`src/rtl/simd_pkg.sv`:
```
package simd_pkg;

    typedef enum logic [1:0] {
        LANE_8  = 2'b00,
        LANE_16 = 2'b01,
        LANE_32 = 2'b10,
        LANE_64 = 2'b11
    } lane_sel_e;

endpackage

```
`src/rtl/simd_lane_map.sv`:
```
module simd_lane_map
    import simd_pkg::*;
#(
    parameter int NB = 8
) (
    input  logic [1:0]    lane_sel,
    output logic [NB-1:0] first_byte,
    output logic [NB-1:0] last_byte
);

    typedef struct packed {
        logic [NB-1:0] first;
        logic [NB-1:0] last;
    } map_t;

    map_t map_d;
    int   lb;

    always_comb begin
        case (lane_sel_e'(lane_sel))
            LANE_8:  lb = 1;
            LANE_16: lb = 2;
            LANE_32: lb = 4;
            default: lb = NB;
        endcase
        if (lb > NB) lb = NB;
        for (int i = 0; i < NB; i++) begin
            map_d.first[i] = ((i & (lb - 1)) == 0);
            map_d.last[i]  = (((i + 1) & (lb - 1)) == 0);
        end
    end

    assign first_byte = map_d.first;
    assign last_byte  = map_d.last;


    always_comb begin
        lane_bounds_chk: assert (first_byte[0] && last_byte[NB-1] &&
                                 ($countones(first_byte) == $countones(last_byte)))
            else $error("lane boundary map inconsistent");
    end

endmodule

```
`src/rtl/simd_slice_chain.sv`:
```
module simd_slice_chain #(
    parameter int NB = 8,
    parameter int BW = 8,
    localparam int WW = NB * BW
) (
    input  logic [WW-1:0] a,
    input  logic [WW-1:0] b,
    input  logic          sub_en,
    input  logic [NB-1:0] first_byte,
    output logic [WW-1:0] sum,
    output logic [WW-1:0] b_eff,
    output logic [NB-1:0] cout
);

    typedef struct packed {
        logic [WW-1:0] sum;
        logic [WW-1:0] beff;
        logic [NB-1:0] cout;
    } chain_t;

    chain_t       chain_d;
    logic         carry;
    logic         cin;
    logic [BW:0]  part;

    always_comb begin
        chain_d.beff = sub_en ? ~b : b;
        chain_d.sum  = '0;
        chain_d.cout = '0;
        carry        = 1'b0;
        cin          = 1'b0;
        part         = '0;
        for (int i = 0; i < NB; i++) begin
            // carry is cut at every lane start; subtraction injects +1 there
            cin  = first_byte[i] ? sub_en : carry;
            part = {1'b0, a[i*BW +: BW]} + {1'b0, chain_d.beff[i*BW +: BW]}
                 + {{BW{1'b0}}, cin};
            chain_d.sum[i*BW +: BW] = part[BW-1:0];
            chain_d.cout[i]         = part[BW];
            carry                   = part[BW];
        end
    end

    assign sum   = chain_d.sum;
    assign b_eff = chain_d.beff;
    assign cout  = chain_d.cout;

endmodule

```
`src/rtl/simd_lane_clamp.sv`:
```
module simd_lane_clamp #(
    parameter int NB = 8,
    parameter int BW = 8,
    localparam int WW = NB * BW
) (
    input  logic [WW-1:0] a,
    input  logic [WW-1:0] b_eff,
    input  logic [WW-1:0] sum,
    input  logic [NB-1:0] cout,
    input  logic [NB-1:0] last_byte,
    input  logic          sub_en,
    input  logic          signed_en,
    input  logic          sat_en,
    output logic [WW-1:0] result,
    output logic [NB-1:0] lane_ovf
);

    typedef struct packed {
        logic [WW-1:0] res;
        logic [NB-1:0] ovf;
    } fix_t;

    fix_t          fix_d;
    logic [NB-1:0] ovf_here;
    logic [NB-1:0] up_here;
    logic [NB-1:0] up_lane;
    logic          ma, mb, ms;

    always_comb begin
        ma = 1'b0;
        mb = 1'b0;
        ms = 1'b0;
        for (int i = 0; i < NB; i++) begin
            ma = a[i*BW + BW - 1];
            mb = b_eff[i*BW + BW - 1];
            ms = sum[i*BW + BW - 1];
            if (signed_en) begin
                ovf_here[i] = (ma == mb) && (ms != ma);
                up_here[i]  = ~ma;
            end else begin
                ovf_here[i] = sub_en ? ~cout[i] : cout[i];
                up_here[i]  = ~sub_en;
            end
        end
        // spread each lane's top-byte verdict down over its lower bytes
        fix_d.ovf = '0;
        up_lane   = '0;
        for (int i = NB - 1; i >= 0; i--) begin
            if (last_byte[i] || i == NB - 1) begin
                fix_d.ovf[i] = ovf_here[i];
                up_lane[i]   = up_here[i];
            end else begin
                fix_d.ovf[i] = fix_d.ovf[i+1];
                up_lane[i]   = up_lane[i+1];
            end
        end
        fix_d.res = sum;
        for (int i = 0; i < NB; i++) begin
            if (sat_en && fix_d.ovf[i]) begin
                if (signed_en && last_byte[i])
                    fix_d.res[i*BW +: BW] = {~up_lane[i], {(BW-1){up_lane[i]}}};
                else
                    fix_d.res[i*BW +: BW] = {BW{up_lane[i]}};
            end
        end
    end

    assign result   = fix_d.res;
    assign lane_ovf = fix_d.ovf;

    always_comb begin

        wrap_passthru_chk: assert (sat_en || (result == sum))
            else $error("wrap mode altered the sum");
        for (int i = 0; i < NB; i++) begin

            if (i < NB - 1 && !last_byte[i]) begin
                ovf_lane_uniform_chk: assert (lane_ovf[i] == lane_ovf[i+1])
                    else $error("overflow flag differs inside one lane");
            end

            no_overflow_chk: assert (lane_ovf[i] || (result[i*BW +: BW] == sum[i*BW +: BW]))
                else $error("non-overflowing byte was modified");

            if (sat_en && !signed_en && !sub_en && lane_ovf[i]) begin
                usat_add_chk: assert (&result[i*BW +: BW])
                    else $error("unsigned add clamp is not all ones");
            end
        end
    end

endmodule

```
`src/rtl/simd_sat_adder.sv`:
```
module simd_sat_adder
    import simd_pkg::*;
#(
    parameter int WORD_W = 64,
    parameter int BYTE_W = 8,
    localparam int NB    = WORD_W / BYTE_W
) (
    input  logic [WORD_W-1:0] op_a,
    input  logic [WORD_W-1:0] op_b,
    input  logic [1:0]        lane_sel,
    input  logic              sub_en,
    input  logic              signed_en,
    input  logic              sat_en,
    output logic [WORD_W-1:0] result,
    output logic [NB-1:0]     lane_ovf
);

    logic [NB-1:0]     first_byte;
    logic [NB-1:0]     last_byte;
    logic [WORD_W-1:0] sum_w;
    logic [WORD_W-1:0] beff_w;
    logic [NB-1:0]     cout_w;

    simd_lane_map #(.NB(NB)) u_map (
        .lane_sel  (lane_sel),
        .first_byte(first_byte),
        .last_byte (last_byte)
    );

    simd_slice_chain #(.NB(NB), .BW(BYTE_W)) u_chain (
        .a         (op_a),
        .b         (op_b),
        .sub_en    (sub_en),
        .first_byte(first_byte),
        .sum       (sum_w),
        .b_eff     (beff_w),
        .cout      (cout_w)
    );

    simd_lane_clamp #(.NB(NB), .BW(BYTE_W)) u_clamp (
        .a        (op_a),
        .b_eff    (beff_w),
        .sum      (sum_w),
        .cout     (cout_w),
        .last_byte(last_byte),
        .sub_en   (sub_en),
        .signed_en(signed_en),
        .sat_en   (sat_en),
        .result   (result),
        .lane_ovf (lane_ovf)
    );

    always_comb begin
        for (int i = 0; i < NB; i++) begin

            if (signed_en && !sub_en && last_byte[i] &&
                (op_a[i*BYTE_W + BYTE_W - 1] != op_b[i*BYTE_W + BYTE_W - 1])) begin
                mixed_sign_add_chk: assert (!lane_ovf[i])
                    else $error("opposite-sign add flagged overflow");
            end
        end
    end

endmodule

```
`config.mk`:
```
export PLATFORM = sky130hd
export DESIGN_NAME = simd_sat_adder
export DESIGN_NICKNAME = d
export VERILOG_FILES = /design/src/rtl/simd_pkg.sv /design/src/rtl/simd_lane_map.sv /design/src/rtl/simd_slice_chain.sv /design/src/rtl/simd_lane_clamp.sv /design/src/rtl/simd_sat_adder.sv
export SDC_FILE = /design/constraint.sdc
export NUM_CORES = 1
export LEC_CHECK = 0
export CORE_UTILIZATION = 40
export DETAILED_ROUTE_END_ITERATION = 7
export PLACE_DENSITY = 0.91
export SYNTH_ARGS = -nofsm -noshare
export SYNTH_HDL_FRONTEND = slang
export SYNTH_SLANG_ARGS = --single-unit
```
`constraint.sdc`:
```
create_clock -name vclk -period 14.7
set_clock_uncertainty 0.2 [all_clocks]
set_input_delay 1.47 -clock vclk [all_inputs]
set_output_delay 1.47 -clock vclk [all_outputs]
set_load 0.02 [all_outputs]
```
==> results.yml <==
logic_synthesis:
  synthesis.nets: 795
  yosysSeqAreaShare_pct: 0
  syn_avg_cell_area_sq_um: 7.78
  synth_cell_type_count: 63
  syn_inst: 591
  syn-cell-area_sq_um: 4600
  yosys.area.top_type: "ha_1"
  yosys.cell_count.top_type: "xor2_1"
  yosys_warnings: 0
  yosys-top-cells-count: "xor2_1 (79), ha_1 (56), mux2i_1 (51)"
  synth.top_cells.by_area: "ha_1 (15%), xor2_1 (15%), mux2i_1 (11%)"
  synth_top_area_share_pct: 15.2
setup_path:
  end_kind: "output port"
  crit_fanout: 7
  crit_required_ps: 13030
  path_common_cell: "fa_2"
  cp_slowest_cell: "fa_2"
  critPathKind: "in2out"
  start_kind: "primary input"
  crit_start: "op_b[0]"
  critPathArrivalTime_ps: 14130
  slowest_delay_ps: 430
placed_design:
  finalWeightedCongestion: 0.912
  portBuffers: 205
  dpl.hpwl_mm: 13.6
  place_inst: 980
cells_and_area:
  area_growth_pct: 91.5
  drive_gt1_share_pct: 38.2
  antenna_cells: 0
  seq_cell_count: 0
  final_cells: 1052
  final_nets: 1118
  clock_buffer_count: 0
  seq_area_sq_um: 0
  fillers: 648
  utilization_pct: 79.8
route:
  firstDrtPassIters: 6
  via_count: 6007
  route.antenna.remaining_nets: 0
  first_iter_violations: 469
  wl_per_cell_microns: 18.7
  drc: 0
  vias_per_cell: 5.71
  drt_wl_total_mm: 19.7
sta:
  max_slew.worst_pin.slew_ps: 1220
  rsz0062_at_grt: "true"
  slew_headroom_pct: 18.5
  hold_viol_final: 0
  hold_ws_ps: 3240
  timing.final.crit_share_pct: 107
  max_freq_ghz: 0.0633
  setup_ws_ps: -1100
  tns_ps: -66930
  drv_slew: 0
  setup_viol: 72
  post-route-min-period_ps: 15800
status:
  violations: "setup timing"
  status: "complete, but fails checks"
cts:
  ctsHoldBuffers: 0
power_and_ir_drop:
  p_per_area_nw_per_um2: 87.3
  p_leak_nw: 3.96
  ir_worst_vdd_mv: 0.0682
  total_power_w: 0.000768
worst_hold_path:
  hold_class: "in2out"
  min_path_cells: 4
  hp-start: "op_a[0]"
job:
  max_cap_viol_count: 0
grt:
  antenna_found_initial: 0
  grt_overflow: 0
  grt_max_degree: 43
  first_global_vias: 6005
  grt_pass1_wl_mm: 28.0
  grt_use_total_pct: 29.3
floorplanning:
  die_y_microns: 109
  num_rows: 38
  coreArea_sq_um: 11000
  dieWidth_microns: 109
  initial_core_util_pct: 41.7
  die_area_sq_um: 11900
  io_pins: 205
## per-stage QoR
step	area [sq um]	worst slack (ps)
finish	8800	-1100
global route	8800	-1640
CTS	8370	-1020
detailed placement	7840	-1800
global placement	7840	-1530
floorplan	5240	-191
## per-layer routing
| layer | vias up | global-route usage, % | wire (microns) |
|---|---|---|---|
| li1 | 2763 | - | - |
| met1 | 2807 | 32.9 | 7130 |
| met2 | 342 | 56.3 | 10300 |
| met3 | 95 | 3.47 | 1480 |
| met4 | 0 | 10.4 | 841 |
| met5 | - | 0 | 0 |
## layout by cell type, fill, tap and decap left out, drive strengths merged, types with 4 or more instances in the layout
| cell | n |
|---|---|
| o21a | 13 |
| ha | 56 |
| a21oi | 17 |
| o31ai | 7 |
| o22ai | 7 |
| o21ai | 42 |
| nand2b | 19 |
| nor2 | 38 |
| inv | 33 |
| xnor2 | 33 |
| and2 | 4 |
| a21boi | 5 |
| nor3 | 10 |
| or4 | 6 |
| clkdlybuf4s50 | 120 |
| a211oi | 6 |
| nor2b | 14 |
| nand2 | 39 |
| xor2 | 79 |
| fa | 15 |
| mux2 | 16 |
| a31oi | 4 |
| dlygate4sd2 | 6 |
| mux2i | 51 |
| buf | 213 |
| a21o | 10 |
| nand3 | 4 |
| o31a | 6 |
## cell families after synthesis
| group | Yosys count | share of synthesized area [%] |
|---|---|---|
| AO/OA/AOI/OAI | 143 | 21.8 |
| XOR/XNOR | 112 | 21.3 |
| adder cells (fa/ha/maj) | 71 | 21.8 |
| buffers and inverters | 53 | 4.52 |
| multiplexers | 67 | 15.0 |
| AND/OR/NAND/NOR | 145 | 15.6 |
## critical path, delay by kind of cell
family | cells | cell delay [ps]
adders and majority gates | 15 | 5490
muxes | 4 | 740
buffers and inverters | 7 | 870
and+or+nand+nor | 12 | 1470
AOI/OAI and AO/OA | 29 | 4050
## area by class of cell
cell class	count	area, sq um	share of cell area [%]
Tap cell	140	175	1.99
Multi-Input combinational cell	538	5230	59.4
Timing Repair Buffer	340	3270	37.1
Inverter	34	133	1.51
## timing repair
action                     4_1_cts  5_1_grt
gates resized for setup        454       76
pin swaps                       52       53
buffers inserted                46       26
hold endpoints to repair         0        0
setup endpoints to repair       72       72
## report_power, final
group | internal (W) | switching (W)
logic | 0.000399 | 0.000369
registers | 0 | 0
clock network | 0 | 0
total | 0.000399 | 0.000369
## final timing paths
path	end	slack, ps
max	result[20]	-1100
min	result[0]	3240
Note: power is estimated with default switching activity, not from simulation.
